`config.mk`:
```
export PLATFORM = sky130hd
export DESIGN_NAME = hazard_resolver
export DESIGN_NICKNAME = d
export VERILOG_FILES = /design/src/rtl/hz_pkg.sv /design/src/rtl/hz_src_match.sv /design/src/rtl/hz_opnd_mux.sv /design/src/rtl/hz_load_use.sv /design/src/rtl/hazard_resolver.sv
export SDC_FILE = /design/constraint.sdc
export NUM_CORES = 1
export LEC_CHECK = 0
export CAP_MARGIN = 5
export CORE_AREA = 2 2 96 98
export DETAILED_ROUTE_END_ITERATION = 6
export DIE_AREA = 0 0 98 100
export DONT_BUFFER_PORTS = 1
export PLACE_DENSITY = 0.43
export SYNTH_ARGS = -nofsm -noshare
export SYNTH_HDL_FRONTEND = slang
export SYNTH_SLANG_ARGS = --single-unit
export TNS_END_PERCENT = 1
```
`constraint.sdc`:
```
create_clock -name vclk -period 2.3
set_input_delay 0.46 -clock vclk [all_inputs]
set_output_delay 0.46 -clock vclk [all_outputs]
set_load 0.01 [all_outputs]
```
`src/rtl/hz_pkg.sv`:
```
package hz_pkg;

   typedef enum logic [2:0] {
      CLS_NOP    = 3'd0,
      CLS_ALU    = 3'd1,
      CLS_LOAD   = 3'd2,
      CLS_LADR   = 3'd3,
      CLS_STORE  = 3'd4,
      CLS_BRANCH = 3'd5,
      CLS_BRL    = 3'd6
   } op_class_e;

   typedef enum logic [1:0] {
      SEL_PIPE = 2'd0,
      SEL_S4   = 2'd1,
      SEL_S5   = 2'd2
   } fwd_sel_e;

   // result already final at the end of stage 3 (loads still carry an address)
   function automatic logic ready_at_s4(op_class_e c);
      return (c == CLS_ALU) || (c == CLS_LADR) || (c == CLS_BRL);
   endfunction

   function automatic logic writes_reg(op_class_e c);
      return (c == CLS_ALU) || (c == CLS_LOAD) || (c == CLS_LADR) || (c == CLS_BRL);
   endfunction

endpackage

```
`src/rtl/hz_src_match.sv`:
```
module hz_src_match
   import hz_pkg::*;
#(
   parameter int REG_AW = 5
) (
   input  logic [REG_AW-1:0] src,
   input  logic              src_used,
   input  op_class_e         cls_s4,
   input  logic [REG_AW-1:0] dst_s4,
   input  op_class_e         cls_s5,
   input  logic [REG_AW-1:0] dst_s5,
   output fwd_sel_e          sel
);

   logic hit_s4;
   logic hit_s5;

   assign hit_s4 = src_used && ready_at_s4(cls_s4) && (dst_s4 == src);
   assign hit_s5 = src_used && writes_reg(cls_s5) && (dst_s5 == src);

   // younger stage wins
   always_comb begin
      if (hit_s4)      sel = SEL_S4;
      else if (hit_s5) sel = SEL_S5;
      else             sel = SEL_PIPE;
   end

endmodule

```
`src/rtl/hz_opnd_mux.sv`:
```
module hz_opnd_mux
   import hz_pkg::*;
#(
   parameter int DATA_W = 32
) (
   input  fwd_sel_e          sel,
   input  logic [DATA_W-1:0] latched,
   input  logic [DATA_W-1:0] from_s4,
   input  logic [DATA_W-1:0] from_s5,
   output logic [DATA_W-1:0] opnd
);

   always_comb begin
      unique case (sel)
         SEL_S4:  opnd = from_s4;
         SEL_S5:  opnd = from_s5;
         default: opnd = latched;
      endcase
   end

endmodule

```
`src/rtl/hz_load_use.sv`:
```
module hz_load_use
   import hz_pkg::*;
#(
   parameter int REG_AW = 5
) (
   input  op_class_e         cls_s2,
   input  logic [REG_AW-1:0] src_b_s2,
   input  logic [REG_AW-1:0] src_c_s2,
   input  logic              imm_s2,
   input  op_class_e         cls_s3,
   input  logic [REG_AW-1:0] dst_s3,
   output logic              stall
);

   logic need_b;
   logic need_c;

   assign need_b = (dst_s3 == src_b_s2);
   assign need_c = !imm_s2 && (dst_s3 == src_c_s2);
   assign stall  = (cls_s3 == CLS_LOAD) && (cls_s2 == CLS_ALU) && (need_b || need_c);

endmodule

```
`src/rtl/hazard_resolver.sv`:
```
module hazard_resolver
   import hz_pkg::*;
#(
   parameter int REG_AW = 5,
   parameter int DATA_W = 32
) (
   input  logic [2:0]        cls_s2,
   input  logic [REG_AW-1:0] src_b_s2,
   input  logic [REG_AW-1:0] src_c_s2,
   input  logic              imm_s2,
   input  logic [2:0]        cls_s3,
   input  logic [REG_AW-1:0] dst_s3,
   input  logic [REG_AW-1:0] src_b_s3,
   input  logic [REG_AW-1:0] src_c_s3,
   input  logic              imm_s3,
   input  logic [DATA_W-1:0] opnd_x_s3,
   input  logic [DATA_W-1:0] opnd_y_s3,
   input  logic [2:0]        cls_s4,
   input  logic [REG_AW-1:0] dst_s4,
   input  logic [DATA_W-1:0] res_s4,
   input  logic [2:0]        cls_s5,
   input  logic [REG_AW-1:0] dst_s5,
   input  logic [DATA_W-1:0] res_s5,
   output logic [1:0]        sel_x,
   output logic [1:0]        sel_y,
   output logic [DATA_W-1:0] alu_x,
   output logic [DATA_W-1:0] alu_y,
   output logic              hold_fetch,
   output logic              hold_decode,
   output logic              bubble_s3
);

   localparam int N_OPND = 2;

   if (REG_AW < 1 || REG_AW > 8) begin : g_bad_aw
      $error("hazard_resolver: REG_AW out of range");
   end
   if (DATA_W < 1) begin : g_bad_dw
      $error("hazard_resolver: DATA_W must be positive");
   end

   op_class_e c2, c3, c4, c5;
   assign c2 = op_class_e'(cls_s2);
   assign c3 = op_class_e'(cls_s3);
   assign c4 = op_class_e'(cls_s4);
   assign c5 = op_class_e'(cls_s5);

   logic [REG_AW-1:0] src_arr  [N_OPND];
   logic              used_arr [N_OPND];
   logic [DATA_W-1:0] lat_arr  [N_OPND];
   logic [DATA_W-1:0] out_arr  [N_OPND];
   fwd_sel_e          sel_arr  [N_OPND];

   assign src_arr[0]  = src_b_s3;
   assign src_arr[1]  = src_c_s3;
   assign used_arr[0] = (c3 == CLS_ALU);
   assign used_arr[1] = (c3 == CLS_ALU) && !imm_s3;
   assign lat_arr[0]  = opnd_x_s3;
   assign lat_arr[1]  = opnd_y_s3;

   for (genvar i = 0; i < N_OPND; i++) begin : g_opnd
      hz_src_match #(.REG_AW(REG_AW)) i_match (
         .src      (src_arr[i]),
         .src_used (used_arr[i]),
         .cls_s4   (c4),
         .dst_s4   (dst_s4),
         .cls_s5   (c5),
         .dst_s5   (dst_s5),
         .sel      (sel_arr[i])
      );
      hz_opnd_mux #(.DATA_W(DATA_W)) i_mux (
         .sel     (sel_arr[i]),
         .latched (lat_arr[i]),
         .from_s4 (res_s4),
         .from_s5 (res_s5),
         .opnd    (out_arr[i])
      );
   end

   assign sel_x = sel_arr[0];
   assign sel_y = sel_arr[1];
   assign alu_x = out_arr[0];
   assign alu_y = out_arr[1];

   logic stall;

   hz_load_use #(.REG_AW(REG_AW)) i_load_use (
      .cls_s2   (c2),
      .src_b_s2 (src_b_s2),
      .src_c_s2 (src_c_s2),
      .imm_s2   (imm_s2),
      .cls_s3   (c3),
      .dst_s3   (dst_s3),
      .stall    (stall)
   );

   assign hold_fetch  = stall;
   assign hold_decode = stall;
   assign bubble_s3   = stall;

   always_comb begin

      if (sel_x == 2'd1)
         fwd_x_s4_chk: assert (dst_s4 == src_b_s3 && ready_at_s4(c4) && alu_x == res_s4)
            else $error("X stage-4 forward without a valid producer");

      if (sel_x == 2'd2)
         prio_x_chk: assert (!(ready_at_s4(c4) && dst_s4 == src_b_s3) && alu_x == res_s5)
            else $error("stage-5 chosen over a matching stage-4 producer");

      if (imm_s3)
         imm_y_chk: assert (sel_y == 2'd0 && alu_y == opnd_y_s3)
            else $error("immediate operand was forwarded");

      if (c3 != CLS_ALU)
         non_alu_chk: assert (sel_x == 2'd0 && sel_y == 2'd0)
            else $error("forward for a non-ALU consumer");

      if (bubble_s3)
         stall_load_chk: assert (hold_fetch && hold_decode && c3 == CLS_LOAD && c2 == CLS_ALU)
            else $error("stall without a load-use pair");
   end

endmodule

```
==> impl_metrics.ini, run 1 <==
[logic_synthesis]
synth_compound_area_frac = 0.286
syn_area_mm2 = 0.00178
synth_top_area_cell = nand2_1
synthMuxAreaShare = 0.0449
yosysTopAreaCellShare = 0.189
ys_types = 33
synth_xor_xnor_area_share = 0.147
synth-adder-area-share = 0
avgSynthCellArea_um2 = 5.28
synthesis.instances = 338
synth_top_family_by_area = simple AND/OR/NAND/NOR gates
ys.warnings.count = 0
ys_seq_area_frac = 0
synthSimpleGateAreaFrac = 0.411
synth_nets = 515
synthTopCellsByArea = nand2_1 (19%), a21oi_1 (16%), nor2_1 (14%)

[global_route]
grt_overflow_total = 0
busiest_layer = met2
grt_util_met1 = 0.180
grt_pass1_wl_mm = 11.1
first_global_vias = 2241
grt_max_degree = 41
met3_usage = 0.0104
use_met2 = 0.267
antenna_found_initial = 0
grt.total_usage = 0.139

[setup_path]
cpPeakStageDelay_ns = 0.29
cp-end-kind = primary output
cpMostUsedCell = buf_4
critical-path-slowest-cell = nor4_2
path_cells = xor2_2 > nor4_2 > buf_4 > and2_4 > buf_12 > nand2_2 > a31oi_2 > buf_4
cp-start-kind = input pin
arrival_ns = 1.84
path_max_fanout = 8
path_class = in -> out
worst_ep_required_time_ns = 1.84

[floorplanning]
start_util = 0.201
die_area_mm2 = 0.00980
rows = 35
die_h_um = 100
io_pins = 248
die_w_um = 98
coreArea_mm2 = 0.00889

[power_and_ir_drop]
pwr-share-clk = 0
p_leak_nw = 1.11
p_int_uw = 136
swShare = 0.489
combinationalPowerShare = 1.000
power_per_cell_area_mw_per_mm2 = 97.3
ir_drop_v = 0.0000389
switching_power_uw = 130
power_frac_seq = 0
finalPower_uw = 266

[min_path]
hold_depth = 2
min_path_type = in -> out

[layout]
nClkBuffers = 0
n_fill_cell = 991
drive_above_1_share = 0.276
nNetsFinal = 531
seq_cells = 0
regArea_um2 = 0
syn2layout_area_growth_pct = 52.9
final_util = 0.307

[route]
totalWireLength_mm = 9.07
vias_per_cell = 5.46
remaining_drc_errors = 0
first_iter_violations = 102
firstDrtPassIters = 5
ant_nets = 0
wl_per_cell_um = 19.5
num_vias = 2535

[timing]
holdWs_ns = 1.05
rsz0062_at_grt = yes
max_slew.worst_pin.slew_ns = 0.315
finalSetupViolCount = 0
fmax_ghz = 0.435
min_period_over_period = 0.999
hold_viol_final = 0
slew_violations = 0
period_needed_ns = 2.30
timing.slew.headroom = 0.789

[placement]
numPortBuffers = 0
hpwl_mm = 6.47
place.gp.congestion = 0.867

[flow_run]
drv_cap = 0

[cts]
hold_buffers = 0

[status]
status = finished, final reports clean
## final cells by class
type / count / area [um2] / area share
tap: 111 / 139 / 0.0509
multi-input combinational: 306 / 2110 / 0.773
antenna: 1 / 2.50 / 0.000917
inverter: 3 / 11.3 / 0.00413
timing repair buffer: 43 / 468 / 0.171
## final timing paths
path	startpoint	to	slack, ns
worst max-delay path	dst_s5[2]	alu_y[27]	0.001
worst min-delay path	opnd_x_s3[26]	alu_x[26]	1.05
## kinds of logic (layout without fill, tap and decap cells)
family	count (synthesis)	in the layout
AO/OA/AOI/OAI	92	92
XOR/XNOR	30	30
buffers and inverters	32	46
multiplexers	8	8
other	0	1
AND/OR/NAND/NOR	176	176
## layer usage
metal	vias up	wire length, um
met5	-	0
met4	0	71
met3	6	626
met1	1189	3620
met2	159	4750
li1	1181	-
## synthesized netlist by cell type (3+ instances only)
cell	n
a21oi_1	56
buf_2	5
xor2_1	17
clkbuf_8	3
buf_4	6
nand2_1	90
nor2_1	66
mux2i_1	8
a31oi_1	33
xnor2_1	13
clkbuf_1	10
## cells in the final DEF, fill, tap and decap left out, drive strengths merged, types with 2 or more instances in the layout
cell type / n
xor2: 17
inv: 3
a31oi: 33
nor4b: 2
and2: 2
nand2: 90
clkbuf: 2
nand3: 2
nor4: 3
xnor2: 13
buf: 41
mux2i: 8
nand4: 2
nor2: 66
a21oi: 56
nor2b: 2
nor3: 3
## stage by stage
| stage | setup TNS, ns | area [um2] | instances | setup WS (ns) |
|---|---|---|---|---|
| after global placement | -0.668 | 2130 | 459 | -0.0808 |
| after floorplan | 0 | 1790 | 338 | 0.0690 |
| final | 0 | 2730 | 464 | 0.00135 |
| after CTS | -0.0394 | 2180 | 460 | -0.0170 |
| after detailed placement | -1.27 | 2130 | 459 | -0.0878 |
| after global routing | -0.684 | 2730 | 463 | -0.0964 |
## worst max-delay path: cells and delay by family
family	cells	cell delay, ns
simple gates	3	0.57
buf+inv	3	0.46
compound gates	1	0.19
xor+xnor	1	0.15
## what timing repair did
| item | in CTS | in global routing |
|---|---|---|
| resized for setup | 7 | 76 |
| buffers inserted | 1 | 1 |
| endpoints found under the setup margin | 48 | 63 |
| cloned | 0 | 2 |
| pin swaps | 8 | 36 |
| hold endpoints to repair | 0 | 0 |
## power groups by stage
| stage | sequential [mW] | clock [mW] | combinational, mW |
|---|---|---|---|
| 2_1_floorplan | 0 | 0 | 0.151 |
| 3_3_place_gp | 0 | 0 | 0.202 |
| 3_5_place_dp | 0 | 0 | 0.203 |
| 4_1_cts | 0 | 0 | 0.209 |
| 5_1_grt | 0 | 0 | 0.286 |
| 6_report | 0 | 0.0000000588 | 0.266 |
No activity file was read; power rests on OpenSTA's default activity.
==> run 2, diff against run 1 <==
--- a/config.mk
+++ b/config.mk
@@ -10,6 +10,7 @@
 export DETAILED_ROUTE_END_ITERATION = 6
 export DIE_AREA = 0 0 98 100
 export DONT_BUFFER_PORTS = 1
+export GPL_TIMING_DRIVEN = 0
 export PLACE_DENSITY = 0.43
 export SYNTH_ARGS = -nofsm -noshare
 export SYNTH_HDL_FRONTEND = slang
==> run 2 against run 1 <==
Effect of this change: the run now ends with setup timing left; utilization down 3.3 points; final cell count down 1.5%; die area unchanged; design area down 11%; via count down 1.4%; flip-flop and latch count unchanged; count of clock-buffer cells in the layout unchanged; routed wire length up 4.9%; worst setup slack worse by 0.027 ns; combinational power down 17%; critical path type unchanged; critical endpoint is now alu_x[24]; largest cell class unchanged.
==> impl_metrics.ini, run 2 (synthesis results as in run 1) <==
[layout]
regArea_um2 = 0
final_util = 0.274
seq_cells = 0
mostFrequentLayoutCells = nand2_1 (89), nor2_1 (66), a31oi_2 (30)
nClkBuffers = 0
fin_area_mm2 = 0.00244
syn2layout_area_growth_pct = 36.6
nNetsFinal = 525
drive_above_1_share = 0.324
layout_commonest_cell = nand2_1
antenna-diode-count = 0
fin_cells = 457

[timing]
period_needed_ns = 2.33
slew_violations = 0
timing.slew.headroom = 0.673
worst_slack_ns = -0.0260
min_period_over_period = 1.01
max_slew.worst_pin.slew_ns = 0.490
finalSetupViolCount = 2
rsz0062_at_grt = yes
fmax_ghz = 0.430
hold_viol_final = 0
holdWs_ns = 0.958

[global_route]
first_global_vias = 2439
grt_pass1_wl_mm = 13.4
grt_max_degree = 11
antenna_found_initial = 0
grt.total_usage = 0.171
grt_overflow_total = 0

[route]
num_vias = 2500
totalWireLength_mm = 9.51
first_iter_violations = 96
remaining_drc_errors = 0
firstDrtPassIters = 5
ant_nets = 0
wl_per_cell_um = 20.8
vias_per_cell = 5.47

[floorplanning]
rows = 35
io_pins = 248
coreArea_mm2 = 0.00889
die_w_um = 98
start_util = 0.201
die_h_um = 100
die_area_mm2 = 0.00980

[status]
status = complete, but fails checks
violations = setup timing

[min_path]
min_path_type = in -> out
hold_depth = 1

[placement]
dp_cells = 449
place.gp.congestion = 0.783
dpl_cell_area_mm2 = 0.00193
hpwl_mm = 7.66
numPortBuffers = 0

[setup_path]
path_max_fanout = 9
path_class = in -> out
cp-end-kind = primary output
worst_ep_required_time_ns = 1.84
cp-start-kind = input pin
arrival_ns = 1.87

[power_and_ir_drop]
power_frac_seq = 0
finalPower_uw = 221
p_int_uw = 99.3
p_leak_nw = 0.993
swShare = 0.550
ir_drop_v = 0.0000400
power_per_cell_area_mw_per_mm2 = 90.5
pwr-share-clk = 0
switching_power_uw = 121
combinationalPowerShare = 1.000

[flow_run]
drv_cap = 0

[cts]
hold_buffers = 0
## run 2: changes by cell type in the layout (fill, tap and decap cells not counted), moves of 15 or more
cell     delta
a31oi_4    -25
buf_4      -15
a21oi_1    -26
a21oi_2    +25
a31oi_2    +28
## run 2: power groups by stage
| stage | Sequential (mW) | Combinational [mW] | Clock (mW) |
|---|---|---|---|
| 3_3_place_gp | 0 | 0.177 | 0 |
| 6_report | 0 | 0.221 | 0 |
| 4_1_cts | 0 | 0.216 | 0 |
| 5_1_grt | 0 | 0.239 | 0 |
| 2_1_floorplan | 0 | 0.151 | 0 |
| 3_5_place_dp | 0 | 0.178 | 0 |
## run 2: final timing paths
path | slack (ns) | to | from
setup / recovery | -0.03 | alu_x[24] | cls_s3[2]
hold / removal | 0.96 | bubble_s3 | cls_s2[2]
## run 2: metal layers
metal  GRT usage  wire [um]  share of wire
met1       0.228       3820           0.40
met2       0.304       4800           0.50
met3      0.0216        779          0.082
met4      0.0224        113          0.012
met5           0          0              0
## run 2: critical path, cell delays in order
cell,delay (ns)
nor3b_4,0.20
o2111ai_2,0.18
or3_1,0.36
buf_6,0.16
buf_12,0.15
mux2i_1,0.13
a21oi_2,0.22
## run 2: layout make-up
class	instances	area (um2)
Multi-Input combinational cell	306	2000
Inverter	3	16.3
Timing Repair Buffer	8	60.1
Fill cell	1028	6450
Tap cell	111	139
Buffer	29	225
## run 2: per-stage QoR
step,worst slack [ns],TNS [ns]
floorplan,0.0690,0
global placement,-0.477,-16.26
detailed placement,-0.479,-16.47
CTS,-0.0244,-0.0833
global route,-0.100,-2.14
finish,-0.0260,-0.0268
## run 2: repair_timing
action | in CTS | in global routing
pin swaps | 11 | 3
setup endpoints to repair | 70 | 63
buffers inserted | 8 | 0
resized for setup | 80 | 21
==> run 3, diff against run 2 <==
--- a/config.mk
+++ b/config.mk
@@ -5,13 +5,16 @@
 export SDC_FILE = /design/constraint.sdc
 export NUM_CORES = 1
 export LEC_CHECK = 0
+export ABC_AREA = 1
 export CAP_MARGIN = 5
-export CORE_AREA = 2 2 96 98
+export CELL_PAD_IN_SITES_DETAIL_PLACEMENT = 0
+export CELL_PAD_IN_SITES_GLOBAL_PLACEMENT = 1
+export CORE_AREA = 2 2 95 97
 export DETAILED_ROUTE_END_ITERATION = 6
-export DIE_AREA = 0 0 98 100
+export DIE_AREA = 0 0 97 99
 export DONT_BUFFER_PORTS = 1
 export GPL_TIMING_DRIVEN = 0
-export PLACE_DENSITY = 0.43
+export PLACE_DENSITY = 0.69
 export SYNTH_ARGS = -nofsm -noshare
 export SYNTH_HDL_FRONTEND = slang
 export SYNTH_SLANG_ARGS = --single-unit
==> run 3 against run 2 <==
Effect of this change: the run now ends clean; first-iteration DRC count rose by 110%; non-clock buffer count decreased by 2; design area fell by 6.2%; fmax up 7.1%; worst hold slack better by 0.11 ns; power grew 1.2%; critical endpoint is now alu_x[22]; largest cell class unchanged.
==> impl_metrics.ini, run 3 <==
[global_route]
first_global_vias = 2941
grt_max_degree = 11
grt_pass1_wl_mm = 16.5
grt.total_usage = 0.215
antenna_found_initial = 0
grt_overflow_total = 0

[logic_synthesis]
yosysTopAreaCellShare = 0.464
synthMostInstantiatedCell = nand3_1
synthesis.instances = 428
synth_top_area_cell = nand3_1
synthTopCellsByArea = nand3_1 (46%), nand2_1 (19%), buf_2 (6.6%)
ys_seq_area_frac = 0
ys.warnings.count = 0
avgSynthCellArea_um2 = 4.94
synth_common_cells = nand3_1 (196), nand2_1 (109), buf_2 (28)
ys_types = 23
synth_nets = 605
syn_area_mm2 = 0.00211

[setup_path]
arrival_ns = 1.71
cp-start-kind = input pin
cp-end-kind = primary output
path_class = in -> out
critPathLaunch = cls_s3[0]
worst_ep_required_time_ns = 1.84
path_max_fanout = 10
endpoint = alu_x[22]

[timing]
fmax_ghz = 0.461
holdWs_ns = 1.07
timing.slew.headroom = 0.723
slew_violations = 0
finalSetupViolCount = 0
min_period_over_period = 0.944
hold_viol_final = 0
period_needed_ns = 2.17
max_slew.worst_pin.slew_ns = 0.413

[power_and_ir_drop]
power_per_cell_area_mw_per_mm2 = 97.7
finalPower_uw = 223
ir_drop_v = 0.0000457
p_leak_nw = 1.04

[route]
first_iter_violations = 197
firstDrtPassIters = 5
totalWireLength_mm = 11.2
vias_per_cell = 5.70
ant_nets = 0
wl_per_cell_um = 20.8
remaining_drc_errors = 0
num_vias = 3054

[placement]
hpwl_mm = 9.27
place.gp.congestion = 0.862
numPortBuffers = 0

[status]
status = finished, final reports clean

[layout]
mostFrequentLayoutCells = nand3_1 (195), nand2_1 (108), inv_1 (26)
antenna-diode-count = 0
drive_above_1_share = 0.124
seq_cells = 0
nClkBuffers = 0
nNetsFinal = 607
layout_commonest_cell = nand3_1
syn2layout_area_growth_pct = 8.17
regArea_um2 = 0

[floorplanning]
start_util = 0.247
io_pins = 248
die_h_um = 99
rows = 34
die_area_mm2 = 0.00960
coreArea_mm2 = 0.00855
die_w_um = 97

[min_path]
min_path_type = in -> out

[flow_run]
drv_cap = 0

[cts]
hold_buffers = 0
ctsResizeCount = 0
post_cts_buffers = 0
==> run 3: changes by cell type after synthesis, moves of 4 or more <==
cell      delta
inv_1       +25
clkbuf_1    -10
a21oi_1     -54
nand3_1    +194
mux2i_1      -8
xor2_1      -11
a31oi_1     -33
nor2_2       +4
nor2_1      -49
buf_2       +23
nand2_1     +19
==> run 3: layout make-up <==
cell class / instances / area, um2
buffer: 35 / 233
fill: 998 / 6260
inverter: 30 / 113
multi-input combinational: 363 / 1810
tap: 108 / 135
==> run 3: per-layer routing <==
| layer | global-route usage | vias up | wire [um] |
|---|---|---|---|
| met4 | 0.0379 | 0 | 304 |
| met2 | 0.394 | 230 | 5550 |
| met3 | 0.0340 | 33 | 994 |
| met1 | 0.269 | 1351 | 4300 |
| met5 | 0 | - | 0 |
| li1 | - | 1440 | - |
==> run 3: stage by stage <==
step           TNS [ns]  setup slack [ns]  cells  area [um2]  utilization
2_1_floorplan         0             0.459    428        2110            -
3_3_place_gp          0            0.0488    536        2250        0.263
3_5_place_dp          0            0.0630    536        2250        0.263
4_1_cts               0            0.0543    536        2250        0.263
5_1_grt        -0.00517          -0.00295    536        2290        0.267
6_report              0             0.129    536        2290        0.267
==> run 3: cell families after synthesis <==
group           after synthesis  share of synthesized area
simple gates                339                      0.755
buf+inv                      65                      0.152
xor+xnor                     20                     0.0829
compound gates                4                     0.0101
==> run 3: critical path: stages <==
cell and delay [ns]:
inv_2 0.05, nor2_4 0.04, nand2_1 0.08, inv_1 0.04, nand2_1 0.07, nor2_1 0.04, nand2_1 0.10, buf_2 0.23
buf_2 0.32, nand3_1 0.12, nand3_1 0.17
==> run 3: where the power goes <==
| group | leakage [nW] | internal [mW] | switching [mW] |
|---|---|---|---|
| sequential | 0 | 0 | 0 |
| clock | 0 | 0 | 0 |
| combinational | 1.04 | 0.0839 | 0.139 |
==> run 3: how the worst min path moves through the flow <==
stage	end	cells after the start	start	slack, ns
2_1_floorplan	bubble_s3	2	cls_s3[1]	1.05
4_1_cts	alu_y[11]	2	res_s4[11]	1.07
6_report	alu_y[11]	2	res_s4[11]	1.07
5_1_grt	alu_y[6]	2	res_s4[6]	1.08
3_3_place_gp	alu_y[11]	2	res_s4[11]	1.07
3_5_place_dp	alu_y[11]	2	res_s4[11]	1.07
